===== src/rtl/ser_regport_pkg.sv =====
package ser_regport_pkg;

  localparam int ADDR_W  = 6;
  localparam int INSTR_W = 8;
  localparam int CTRL_W  = 8;

  typedef enum logic {PH_INSTR, PH_DATA} phase_t;

  // Bytes moved in the data phase of address a.
  function automatic int unsigned reg_bytes(logic [ADDR_W-1:0] a,
                                            int unsigned nregs,
                                            int unsigned maxb);
    if (int'(a) < int'(nregs)) return (int'(a) % maxb) + 1;
    return 1;
  endfunction

endpackage


===== src/rtl/ser_regport_sync.sv =====
module ser_regport_sync #(
  parameter int W = 4,
  parameter int STAGES = 2,
  parameter logic [W-1:0] RST_VAL = '0
) (
  input  logic         clk,
  input  logic         rst,
  input  logic [W-1:0] d,
  output logic [W-1:0] q
);
  logic [W-1:0] chain [STAGES];

  for (genvar g = 0; g < STAGES; g++) begin : g_stage
    always_ff @(posedge clk) begin
      if (rst) chain[g] <= RST_VAL;
      else if (g == 0) chain[g] <= d;
      else chain[g] <= chain[(g == 0) ? 0 : g-1];
    end
  end

  assign q = chain[STAGES-1];
endmodule


===== src/rtl/ser_regport_regfile.sv =====
module ser_regport_regfile
  import ser_regport_pkg::*;
#(
  parameter int NUM_REGS = 8,
  parameter int DATA_W = 32
) (
  input  logic              clk,
  input  logic              rst,
  input  logic              we,
  input  logic [ADDR_W-1:0] waddr,
  input  logic [DATA_W-1:0] wdata,
  input  logic [ADDR_W-1:0] raddr,
  output logic [DATA_W-1:0] rd_word,
  output logic              lsb_first,
  output logic              three_wire
);
  localparam int IDX_W = (NUM_REGS > 1) ? $clog2(NUM_REGS) : 1;

  typedef enum logic [1:0] {SRC_CTRL, SRC_MEM, SRC_ZERO} src_t;

  logic [DATA_W-1:0] mem [NUM_REGS];
  logic [DATA_W-1:0] mem_q;
  logic [CTRL_W-1:0] ctrl_q;
  src_t              src_q;

  // Entry 0 of the array is unused: address 0 lives in ctrl_q.
  always_ff @(posedge clk) begin
    if (we && waddr != '0) mem[waddr[IDX_W-1:0]] <= wdata;
    mem_q <= mem[raddr[IDX_W-1:0]];
  end

  always_ff @(posedge clk) begin
    if (rst) begin
      ctrl_q <= '0;
      src_q  <= SRC_CTRL;
    end else begin
      if (we && waddr == '0) ctrl_q <= wdata[CTRL_W-1:0];
      if (raddr == '0) src_q <= SRC_CTRL;
      else if (int'(raddr) < NUM_REGS) src_q <= SRC_MEM;
      else src_q <= SRC_ZERO;
    end
  end

  always_comb begin
    case (src_q)
      SRC_CTRL: rd_word = DATA_W'(ctrl_q);
      SRC_MEM:  rd_word = mem_q;
      default:  rd_word = '0;
    endcase
  end

  assign lsb_first  = ctrl_q[0];
  assign three_wire = ctrl_q[1];

  // the sequencer never commits to an unmapped address
  a_r9_no_unmapped_write: assert property (@(posedge clk) disable iff (rst)
    we |-> (int'(waddr) < NUM_REGS));

  // control bits only move on a commit
  a_r10_ctrl_hold: assert property (@(posedge clk) disable iff (rst)
    !we |=> $stable(ctrl_q));
endmodule


===== src/rtl/ser_regport_seq.sv =====
module ser_regport_seq
  import ser_regport_pkg::*;
#(
  parameter int NUM_REGS = 8,
  parameter int MAX_BYTES = 4
) (
  input  logic                      clk,
  input  logic                      rst,
  input  logic                      cs_hi,
  input  logic                      abort,
  input  logic                      rise,
  input  logic                      fall,
  input  logic                      din,
  input  logic                      lsb_first,
  input  logic                      three_wire,
  input  logic [MAX_BYTES*8-1:0]    rd_word,
  output logic [ADDR_W-1:0]         addr,
  output logic                      we,
  output logic [MAX_BYTES*8-1:0]    wdata,
  output logic                      out_bit,
  output logic                      dio_oe,
  output logic                      dout_oe
);
  localparam int DATA_W = MAX_BYTES * 8;
  localparam int CNT_W  = $clog2(DATA_W + 1);

  phase_t            phase_q;
  logic [CNT_W-1:0]  cnt_q;
  logic [DATA_W-1:0] sh_q, sh_n, rd_shift;
  logic              rd_q, out_q, dio_oe_q, dout_oe_q;
  logic [ADDR_W-1:0] addr_q;
  logic [CNT_W-1:0]  nbits, rd_idx;
  logic [INSTR_W-1:0] instr;
  logic              last_bit, active;

  assign active = !cs_hi && !abort;
  assign sh_n   = lsb_first ? {din, sh_q[DATA_W-1:1]} : {sh_q[DATA_W-2:0], din};
  assign instr  = lsb_first ? sh_n[DATA_W-1 -: INSTR_W] : sh_n[INSTR_W-1:0];
  assign nbits  = CNT_W'(reg_bytes(addr_q, NUM_REGS, MAX_BYTES) * 8);
  assign last_bit = (phase_q == PH_DATA) && (cnt_q == nbits - 1'b1);
  assign wdata  = lsb_first ? (sh_n >> (CNT_W'(DATA_W) - nbits)) : sh_n;
  assign we     = active && rise && last_bit && !rd_q && (int'(addr_q) < NUM_REGS);
  assign rd_idx = lsb_first ? cnt_q : (nbits - 1'b1 - cnt_q);
  assign rd_shift = rd_word >> rd_idx;

  always_ff @(posedge clk) begin
    if (rst || !active) begin
      phase_q <= PH_INSTR;
      cnt_q   <= '0;
      sh_q    <= '0;
      rd_q    <= 1'b0;
      if (rst) addr_q <= '0;
    end else if (rise) begin
      if (phase_q == PH_INSTR) begin
        if (cnt_q == CNT_W'(INSTR_W - 1)) begin
          phase_q <= PH_DATA;
          rd_q    <= instr[7];
          addr_q  <= instr[ADDR_W-1:0];
          cnt_q   <= '0;
          sh_q    <= '0;
        end else begin
          sh_q  <= sh_n;
          cnt_q <= cnt_q + 1'b1;
        end
      end else if (last_bit) begin
        phase_q <= PH_INSTR;
        cnt_q   <= '0;
        sh_q    <= '0;
      end else begin
        sh_q  <= sh_n;
        cnt_q <= cnt_q + 1'b1;
      end
    end
  end

  always_ff @(posedge clk) begin
    if (rst) begin
      out_q     <= 1'b0;
      dio_oe_q  <= 1'b0;
      dout_oe_q <= 1'b0;
    end else begin
      if (active && fall && phase_q == PH_DATA && rd_q) out_q <= rd_shift[0];
      dio_oe_q  <= active && phase_q == PH_DATA && rd_q && !three_wire;
      dout_oe_q <= active && phase_q == PH_DATA && rd_q && three_wire;
    end
  end

  assign addr    = addr_q;
  assign out_bit = out_q;
  assign dio_oe  = dio_oe_q;
  assign dout_oe = dout_oe_q;

  // select high releases both pins on the next cycle
  a_r7_release_on_deselect: assert property (@(posedge clk) disable iff (rst)
    cs_hi |=> (!dio_oe_q && !dout_oe_q));

  // port reset returns to the start of an instruction byte
  a_r8_abort_to_instr: assert property (@(posedge clk) disable iff (rst)
    abort |=> (phase_q == PH_INSTR && cnt_q == '0));

  // the data-phase counter stays within the register length
  a_r2_cnt_in_range: assert property (@(posedge clk) disable iff (rst)
    (phase_q == PH_DATA) |-> (cnt_q < nbits));

  // read data moves only on a falling serial edge
  a_r4_out_on_fall: assert property (@(posedge clk) disable iff (rst)
    !fall |=> $stable(out_q));
endmodule


===== src/rtl/ser_regport.sv =====
module ser_regport
  import ser_regport_pkg::*;
#(
  parameter int NUM_REGS = 8,
  parameter int MAX_BYTES = 4,
  parameter int SYNC_STAGES = 2
) (
  input  logic clk,
  input  logic rst,
  input  logic sel_n,
  input  logic sck,
  input  logic port_rst,
  input  logic dio_in,
  output logic dio_out,
  output logic dio_oe,
  output logic dout,
  output logic dout_oe
);
  localparam int DATA_W = MAX_BYTES * 8;

  logic [3:0] pins_s;
  logic       sck_q, rise, fall;
  logic       we, lsb_first, three_wire, out_bit;
  logic [ADDR_W-1:0] addr;
  logic [DATA_W-1:0] wdata, rd_word;

  ser_regport_sync #(.W(4), .STAGES(SYNC_STAGES), .RST_VAL(4'b1000)) u_sync (
    .clk(clk), .rst(rst),
    .d({sel_n, sck, port_rst, dio_in}),
    .q(pins_s)
  );

  always_ff @(posedge clk) begin
    if (rst) sck_q <= 1'b0;
    else sck_q <= pins_s[2];
  end

  assign rise = pins_s[2] && !sck_q;
  assign fall = !pins_s[2] && sck_q;

  ser_regport_seq #(.NUM_REGS(NUM_REGS), .MAX_BYTES(MAX_BYTES)) u_seq (
    .clk(clk), .rst(rst),
    .cs_hi(pins_s[3]), .abort(pins_s[1]),
    .rise(rise), .fall(fall), .din(pins_s[0]),
    .lsb_first(lsb_first), .three_wire(three_wire),
    .rd_word(rd_word),
    .addr(addr), .we(we), .wdata(wdata),
    .out_bit(out_bit), .dio_oe(dio_oe), .dout_oe(dout_oe)
  );

  ser_regport_regfile #(.NUM_REGS(NUM_REGS), .DATA_W(DATA_W)) u_regs (
    .clk(clk), .rst(rst),
    .we(we), .waddr(addr), .wdata(wdata), .raddr(addr),
    .rd_word(rd_word), .lsb_first(lsb_first), .three_wire(three_wire)
  );

  assign dio_out = out_bit;
  assign dout    = out_bit;

  // the two output pins are never enabled together
  a_r6_one_pin: assert property (@(posedge clk) disable iff (rst)
    !(dio_oe && dout_oe));
endmodule


===== config.mk =====
export PLATFORM = sky130hd
export DESIGN_NAME = ser_regport
export DESIGN_NICKNAME = d
export VERILOG_FILES = /design/src/rtl/ser_regport_pkg.sv /design/src/rtl/ser_regport_sync.sv /design/src/rtl/ser_regport_regfile.sv /design/src/rtl/ser_regport_seq.sv /design/src/rtl/ser_regport.sv
export SDC_FILE = /design/constraint.sdc
export NUM_CORES = 1
export LEC_CHECK = 0
export CORE_MARGIN = 3
export CORE_UTILIZATION = 35
export DETAILED_ROUTE_END_ITERATION = 16
export DONT_BUFFER_PORTS = 1
export GPL_TIMING_DRIVEN = 0
export HOLD_SLACK_MARGIN = 0.03
export PLACE_DENSITY = 0.49
export SLEW_MARGIN = 10
export SYNTH_ARGS = -nofsm -noshare
export SYNTH_HDL_FRONTEND = slang
export SYNTH_SLANG_ARGS = --single-unit
export TNS_END_PERCENT = 50

===== constraint.sdc =====
create_clock -name clk -period 19.7 [get_ports clk]
set_input_delay 1.97 -clock clk [delete_from_list [all_inputs] [get_ports clk]]
set_output_delay 1.97 -clock clk [all_outputs]
set_load 0.05 [all_outputs]

# Word-level counts from Yosys, hierarchy flattened
# Memory sizes are Yosys's and may differ from the RTL's. A register that Yosys moved wholly into a read port is not among the register bits.
# Index checks and enable logic that the tools add are counted.
dict set report classes {
  n_eq_ne 5
  order_cmp 1
  n_addsub 5
  shifts 2
  n_reduce_logical 33
  n_bitwise 3
  n_mux 30
}
# op n
set op_table {}
lappend op_table {{$mux W32} 5}
lappend op_table {{$pmux W32 S2} 1}
lappend op_table {{$mux W6} 9}
lappend op_table {{$shr A32 B6 Y1} 1}
lappend op_table {{$shr A32 B6 Y32} 1}
lappend op_table {{$logic_and A1 B1 Y1} 17}
lappend op_table {{$mux W1} 9}
lappend op_table {{$mux W4} 2}
lappend op_table {{$mux W8} 1}
lappend op_table {{$logic_not A1 Y1} 7}
lappend op_table {{$add A6 B1 Y6 const B} 1}
lappend op_table {{$eq A6 B3 Y1 const B} 1}
lappend op_table {{$eq A6 B6 Y1} 1}
lappend op_table {{$logic_not A6 Y1} 1}
lappend op_table {{$lt A6 B4 Y1 const B} 1}
lappend op_table {{$mux W3} 2}
lappend op_table {{$reduce_bool A6 Y1} 1}
lappend op_table {{$sub A6 B1 Y6 const B} 1}
lappend op_table {{$sub A6 B6 Y6} 1}
lappend op_table {{$sub A6 B6 Y6 const A} 1}
lappend op_table {{$ne A2 B2 Y1 const B} 2}
lappend op_table {{$reduce_and A4 Y1} 1}
lappend op_table {{$reduce_bool A2 Y1} 2}
lappend op_table {{$add A2 B1 Y3 const B} 1}
lappend op_table {{other kinds (8)} 9}
dict set report word_totals {
  output_inout_bits 4
  input_bits 6
  n_memories 2
  ff_bits 60
  mem_bits_rw 264
  word_cells 92
}
# memory depth width read_ports rd_ports_with_merged_regs wr line
set mem_list {}
lappend mem_list {u_regs.mem 8 32 1 1 1 ser_regport_regfile.sv:21} ;# logic [DATA_W-1:0] mem [NUM_REGS];
lappend mem_list {u_sync.chain 2 4 2 0 2 ser_regport_sync.sv:11} ;# logic [W-1:0] chain [STAGES];

# Logic depth before layout (Yosys ltp)
dict set report logic_depth {
  ltp_word 12
  mapped_depth 16
  ltp_nobuf 12
}

# Modules after synthesis
# From an unflattened synthesis, not the netlist that was laid out.
dict set report unflattened {
  hier_cells 1042
  hier_area_um2 15289.7
}
# module n_inst cells_each seq_area_each_um2 area_per_inst_um2
set by_module_without_submodules {}
lappend by_module_without_submodules {ser_regport_regfile 1 503 8528.2 11119.4}
lappend by_module_without_submodules {ser_regport_seq 1 518 1041.0 3913.8}
lappend by_module_without_submodules {ser_regport_sync 1 16 160.2 210.2}
lappend by_module_without_submodules {ser_regport 1 5 20.0 46.3}

# Least setup slack after synthesis
# Ideal clock, no wire load.
dict set report synth_path {
  path_kind {reg2reg}
  startpoint {reg u_seq.addr_q[0] (netlist: u_seq.addr[0])}
  endpoint {mem u_regs.mem[2][0] (enable)}
  slack_ps 12803
  period_less_slack_ps 6897
  required_time_ps 19199
  stages_incl_launch_ff 15
  n_path_buf 5
  arrival_ps 6395
  path_cell_list {edfxtp_1 buf_6 or4b_1 buf_6 inv_6 clkbuf_1 ha_1 clkbuf_1 inv_2 ha_1 and3_1 nand3_2 or4_1 clkbuf_1 nor4_1}
}
dict set report synth_between {
  elab_chain_len 12
  elab_cells_between_ends 15
}
# item line
set synth_lines {}
lappend synth_lines {{start: declaration} ser_regport_seq.sv:31} ;# logic [ADDR_W-1:0] addr_q;
lappend synth_lines {{start signal: assignment} ser_regport_seq.sv:58} ;# addr_q <= instr[ADDR_W-1:0];
lappend synth_lines {{$lt A6 B4 Y1 / $add A2 B1 Y3 (equally long branches)} {ser_regport_pkg.sv:13, ser_regport_seq.sv:42}}
lappend synth_lines {{$mux W3 / $mux W1 (equally long branches)} ser_regport_pkg.sv:13} ;# if (int'(a) < int'(nregs)) return (int'(a) % maxb) + 1;
lappend synth_lines {{$mux W3} ser_regport_pkg.sv:14} ;# return 1;
lappend synth_lines {{$sub A6 B1 Y6} ser_regport_seq.sv:40} ;# assign last_bit = (phase_q == PH_DATA) && (cnt_q == nbits - 1'b1);
lappend synth_lines {{$eq A6 B6 Y1} ser_regport_seq.sv:40}
lappend synth_lines {{$logic_and A1 B1 Y1} ser_regport_seq.sv:40}
lappend synth_lines {{$logic_and A1 B1 Y1 (3 in series)} ser_regport_seq.sv:42} ;# assign we = active && rise && last_bit && !rd_q && (int'(addr_q) < NUM_REGS);
lappend synth_lines {{$logic_and A1 B1 Y1} ser_regport_regfile.sv:28} ;# if (we && waddr != '0) mem[waddr[IDX_W-1:0]] <= wdata;
lappend synth_lines {{$mux W1} ser_regport_regfile.sv:28}
lappend synth_lines {{$mux W1 (implied by the code)} ser_regport_regfile.sv:28}
lappend synth_lines {{end: declaration} ser_regport_regfile.sv:21}
# Parallel ways exist; a longest one is shown, timed or not.

# Final worst setup path
dict set report layout_path {
  startpoint {reg u_seq.addr_q[0] (netlist: u_seq.addr[0])}
  endpoint {mem u_regs.mem[0][29] (enable)}
}
# The elaborated chain is that of the path after synthesis.

==> metrics.md <==
| Metric | Value |
|---|---|
| Routed len/inst | 26.1 um |
| Vias in the first global route | 9,385 |
| Area after DPL | 0.0154 sq mm |
| Initial antenna violation count | 0 |
| CTS tree | done |
| Synth Area per Inst | 13.5 sq um |
| FILL cells | between 3,000 and 4,000 |
| Share of cells above drive strength 1 | 12.6% |
| Cell Count, Final, Fillers Out | approximately 1,700 |
| Synthesized instance count | about 1,100 |
| Detailed-route DRC error count | 0 |
| IO buf count | 0 |
| Overall Power | about 0.0015 W |
| Top_reg_cell synth | edfxtp_1 |
| HP Class | register to register |
| DR vias | approximately 9,500 |
| Commonest non-fill, non-tap cell in the layout | edfxtp_1 |
| DR iter-0 viols | between 1,000 and 1,500 |
| Startpoint Class | register |
| Clock transition at path regs | ~60 ps |
| Status | complete, no violations |
| Achievable Freq | ~170 MHz |
| Crit end category | register |
| Distinct cells, synth | 60 |
| # hold bufs at CTS | 0 |
| Post-CTS sizing | 0 |
| Worst Clk Skew | 18.5 ps |
| Die X-Extent | ~210 um |
| Power Internal | 0.00122 W |
| CTS Root Cell | clkbuf_16 |
| GRT overflow | 0 |
| Post-synth EDFFs | around 260 |
| RSZ-0062 raised after global routing | no |
| Site Rows | 73 |
| Switching portion of total power | about a fifth |
| FFs w/ async S/R, synth | 0% |
| Htree depth | 2 |
| Setup TNS | 0 ps |
| Drt pass-1 iters | 5 |
| TritonCTS Sinks | approximately 360 |
| Mapped cell area | between 0.01 and 0.015 sq mm |
| Area grow syn2layout | 15.6% |
| Layout Nets | 1,155 |
| Post-DRT Antenna Nets | 0 |
| FF+latch count, synth | 356 |
| Synth warnings | 0 |
| IO Count | 10 |
| VDD IR max | a little over 0.05 mV |
| Die H | roughly 210 um |
| Skew-Pair Late Insertion Delay | approximately 540 ps |
| Largest net degree at the start of global routing | 18 |
| Clock Power Share | 45.5% |
| Worst-path maximum fanout | 10 |
| Worst Max-Slew Pin Slew | 1160 ps |
| Min Clock Period, post-route | around 6000 ps |
| First-pass GRT wire length | 64,800 um |
| Max-slew headroom | a little over a fifth |
| Maxcap violations | 0 |
| Core Area | around 0.04 sq mm |
| DP Cell Count | ~1,600 |
| P_sw | about 0.00032 W |
| Initial Utilization | 35.8% |
| Total length of routed wires | 44,400 um |
| Comb pwr share | about 2.5% |
| Die area | 0.0435 sq mm |
| Final Hold Fails | 0 |
| Syn nets | ~1,100 |
| PwrDens | between 90 and 100 mW/mm^2 |
| Total track usage | 20.1% |
| Setup violators final | 0 |
| Critical path class | register to register |
| Final worst path period share | 30.3% |
| Sequential share of the synthesized area | 67.8% |
| Fin. max-slew vios | 0 |
| Critical Path AT | about 6200 ps |
| Leakage | 5.40 nW |
| Share of power burned in registers | a little over half |
| Post-CTS setup buffers | 0 |
| Total CTS buffers | 39 |
| N_diodes | 0 |
| Longest Clk Path Bufs | 3 |
| Commonest non-fill, non-tap cells in the layout | edfxtp_1, a22oi_1, nand2_1 |
| Fin util | about two fifths |
| Worst Path Required | ~20,000 ps |
| Vias/cell | 5.60 |
| Gp weighted congestion | between 0.9 and 1 |
| Post-route cell area | roughly 0.017 sq mm |
| Post-DP HPWL | 31,000 um |
sequential cells by signal, summed over array words and instances, names as in the netlist:
signal,flops
u_seq.addr,6
u_seq.dout_oe,1
u_seq.phase_q,1
u_regs.mem,256
u_regs.src_q,2
u_sync.chain,8
u_seq.cnt_q,6
u_seq.dio_oe,1
u_regs.ctrl_q,8
sck_q,1
u_seq.rd_q,1
u_regs.mem_q,32
u_seq.sh_q,32
u_seq.out_bit,1
path summary, 6_finish.rpt:
| check | start | endpoint | slack [ps] | depth (start not counted) |
|---|---|---|---|---|
| worst max-delay path | u_seq.addr[0] | u_regs.mem[0][29] | 13730 | 17 |
| worst min-delay path | u_sync.chain[0][3] | u_sync.chain[1][3] | 410 | 1 |
| worst max register to register | u_seq.addr[0] | u_regs.mem[0][29] | 13730 | 17 |
| worst min register to register | u_sync.chain[0][3] | u_sync.chain[1][3] | 410 | 1 |
area by class of cell:
type                       count  area, sq um  share of cell area (%)
tap                          525          657                    3.95
timing repair buffer          37          317                    1.90
clock inverter                19          190                    1.14
inverter                      13         53.8                   0.324
sequential                   356         9750                    58.6
multi-input combinational    622         4280                    25.8
clock buffer                  52         1030                    6.22
buffer                        75          338                    2.03
power by group through the flow:
stage,registers (W),logic (W),clock network (W)
2_1_floorplan,0.000817,0.0000243,0
4_1_cts,0.000804,0.0000381,0.000716
3_3_place_gp,0.000820,0.0000377,0
5_1_grt,0.000804,0.0000413,0.000748
6_report,0.000804,0.0000381,0.000704
3_5_place_dp,0.000820,0.0000379,0
metrics by stage:
step | hold slack, ps | setup WS (ps)
floorplan | 389 | 12800
global placement | 392 | 8440
detailed placement | 396 | 13740
CTS | 412 | 13720
global route | 428 | 13440
finish | 412 | 13730
critical path: stages, from the launching register on:
cell	delay, ps
edfxtp_1	370
buf_6	160
or4b_1	460
buf_6	170
inv_6	100
clkbuf_1	470
ha_1	210
clkbuf_1	410
inv_2	250
ha_1	390
and3_1	200
nand3_2	140
or4_1	590
clkbuf_1	320
nor4_2	710
buf_2	350
buf_4	200
buf_4	180
synth_stat cells, types with 10 or more instances:
library cell	instances	area share (%)
edfxtp_1	262	55
a22oi_1	154	8.0
nand2_1	95	2.5
dfxtp_1	94	13
nor2_1	73	1.9
clkbuf_1	53	1.4
mux2i_1	44	3.1
nand4_1	34	1.5
o21ai_0	22	0.77
a21oi_1	15	0.52
a211oi_1	13	0.68
mux4_2	13	2.0
nand2b_1	13	0.57
buf_2	12	0.42
nor2b_1	12	0.52
a2bb2oi_1	11	0.67
inv_1	11	0.29
nor3_1	11	0.38
nand3b_1	10	0.52
kinds of logic (layout without fill, tap and decap cells):
logic type	count (synthesis)	count (layout)	share of synthesized area, %
mux	59	59	5.36
fa+ha+maj	6	6	0.505
flops	356	356	67.8
buf+inv	88	196	2.72
compound gates	252	252	12.6
xor+xnor	13	13	0.975
simple gates	292	292	10.0
per-layer routing:
| metal | global-route usage (%) | vias up | share of wire (%) |
|---|---|---|---|
| li1 | - | 4298 | - |
| met1 | 29.3 | 4825 | 45 |
| met2 | 31.6 | 329 | 46 |
| met3 | 3.14 | 57 | 6.3 |
| met4 | 4.94 | 0 | 2.0 |
| met5 | 0 | - | 0 |
Note: power is estimated with default switching activity, not from simulation.
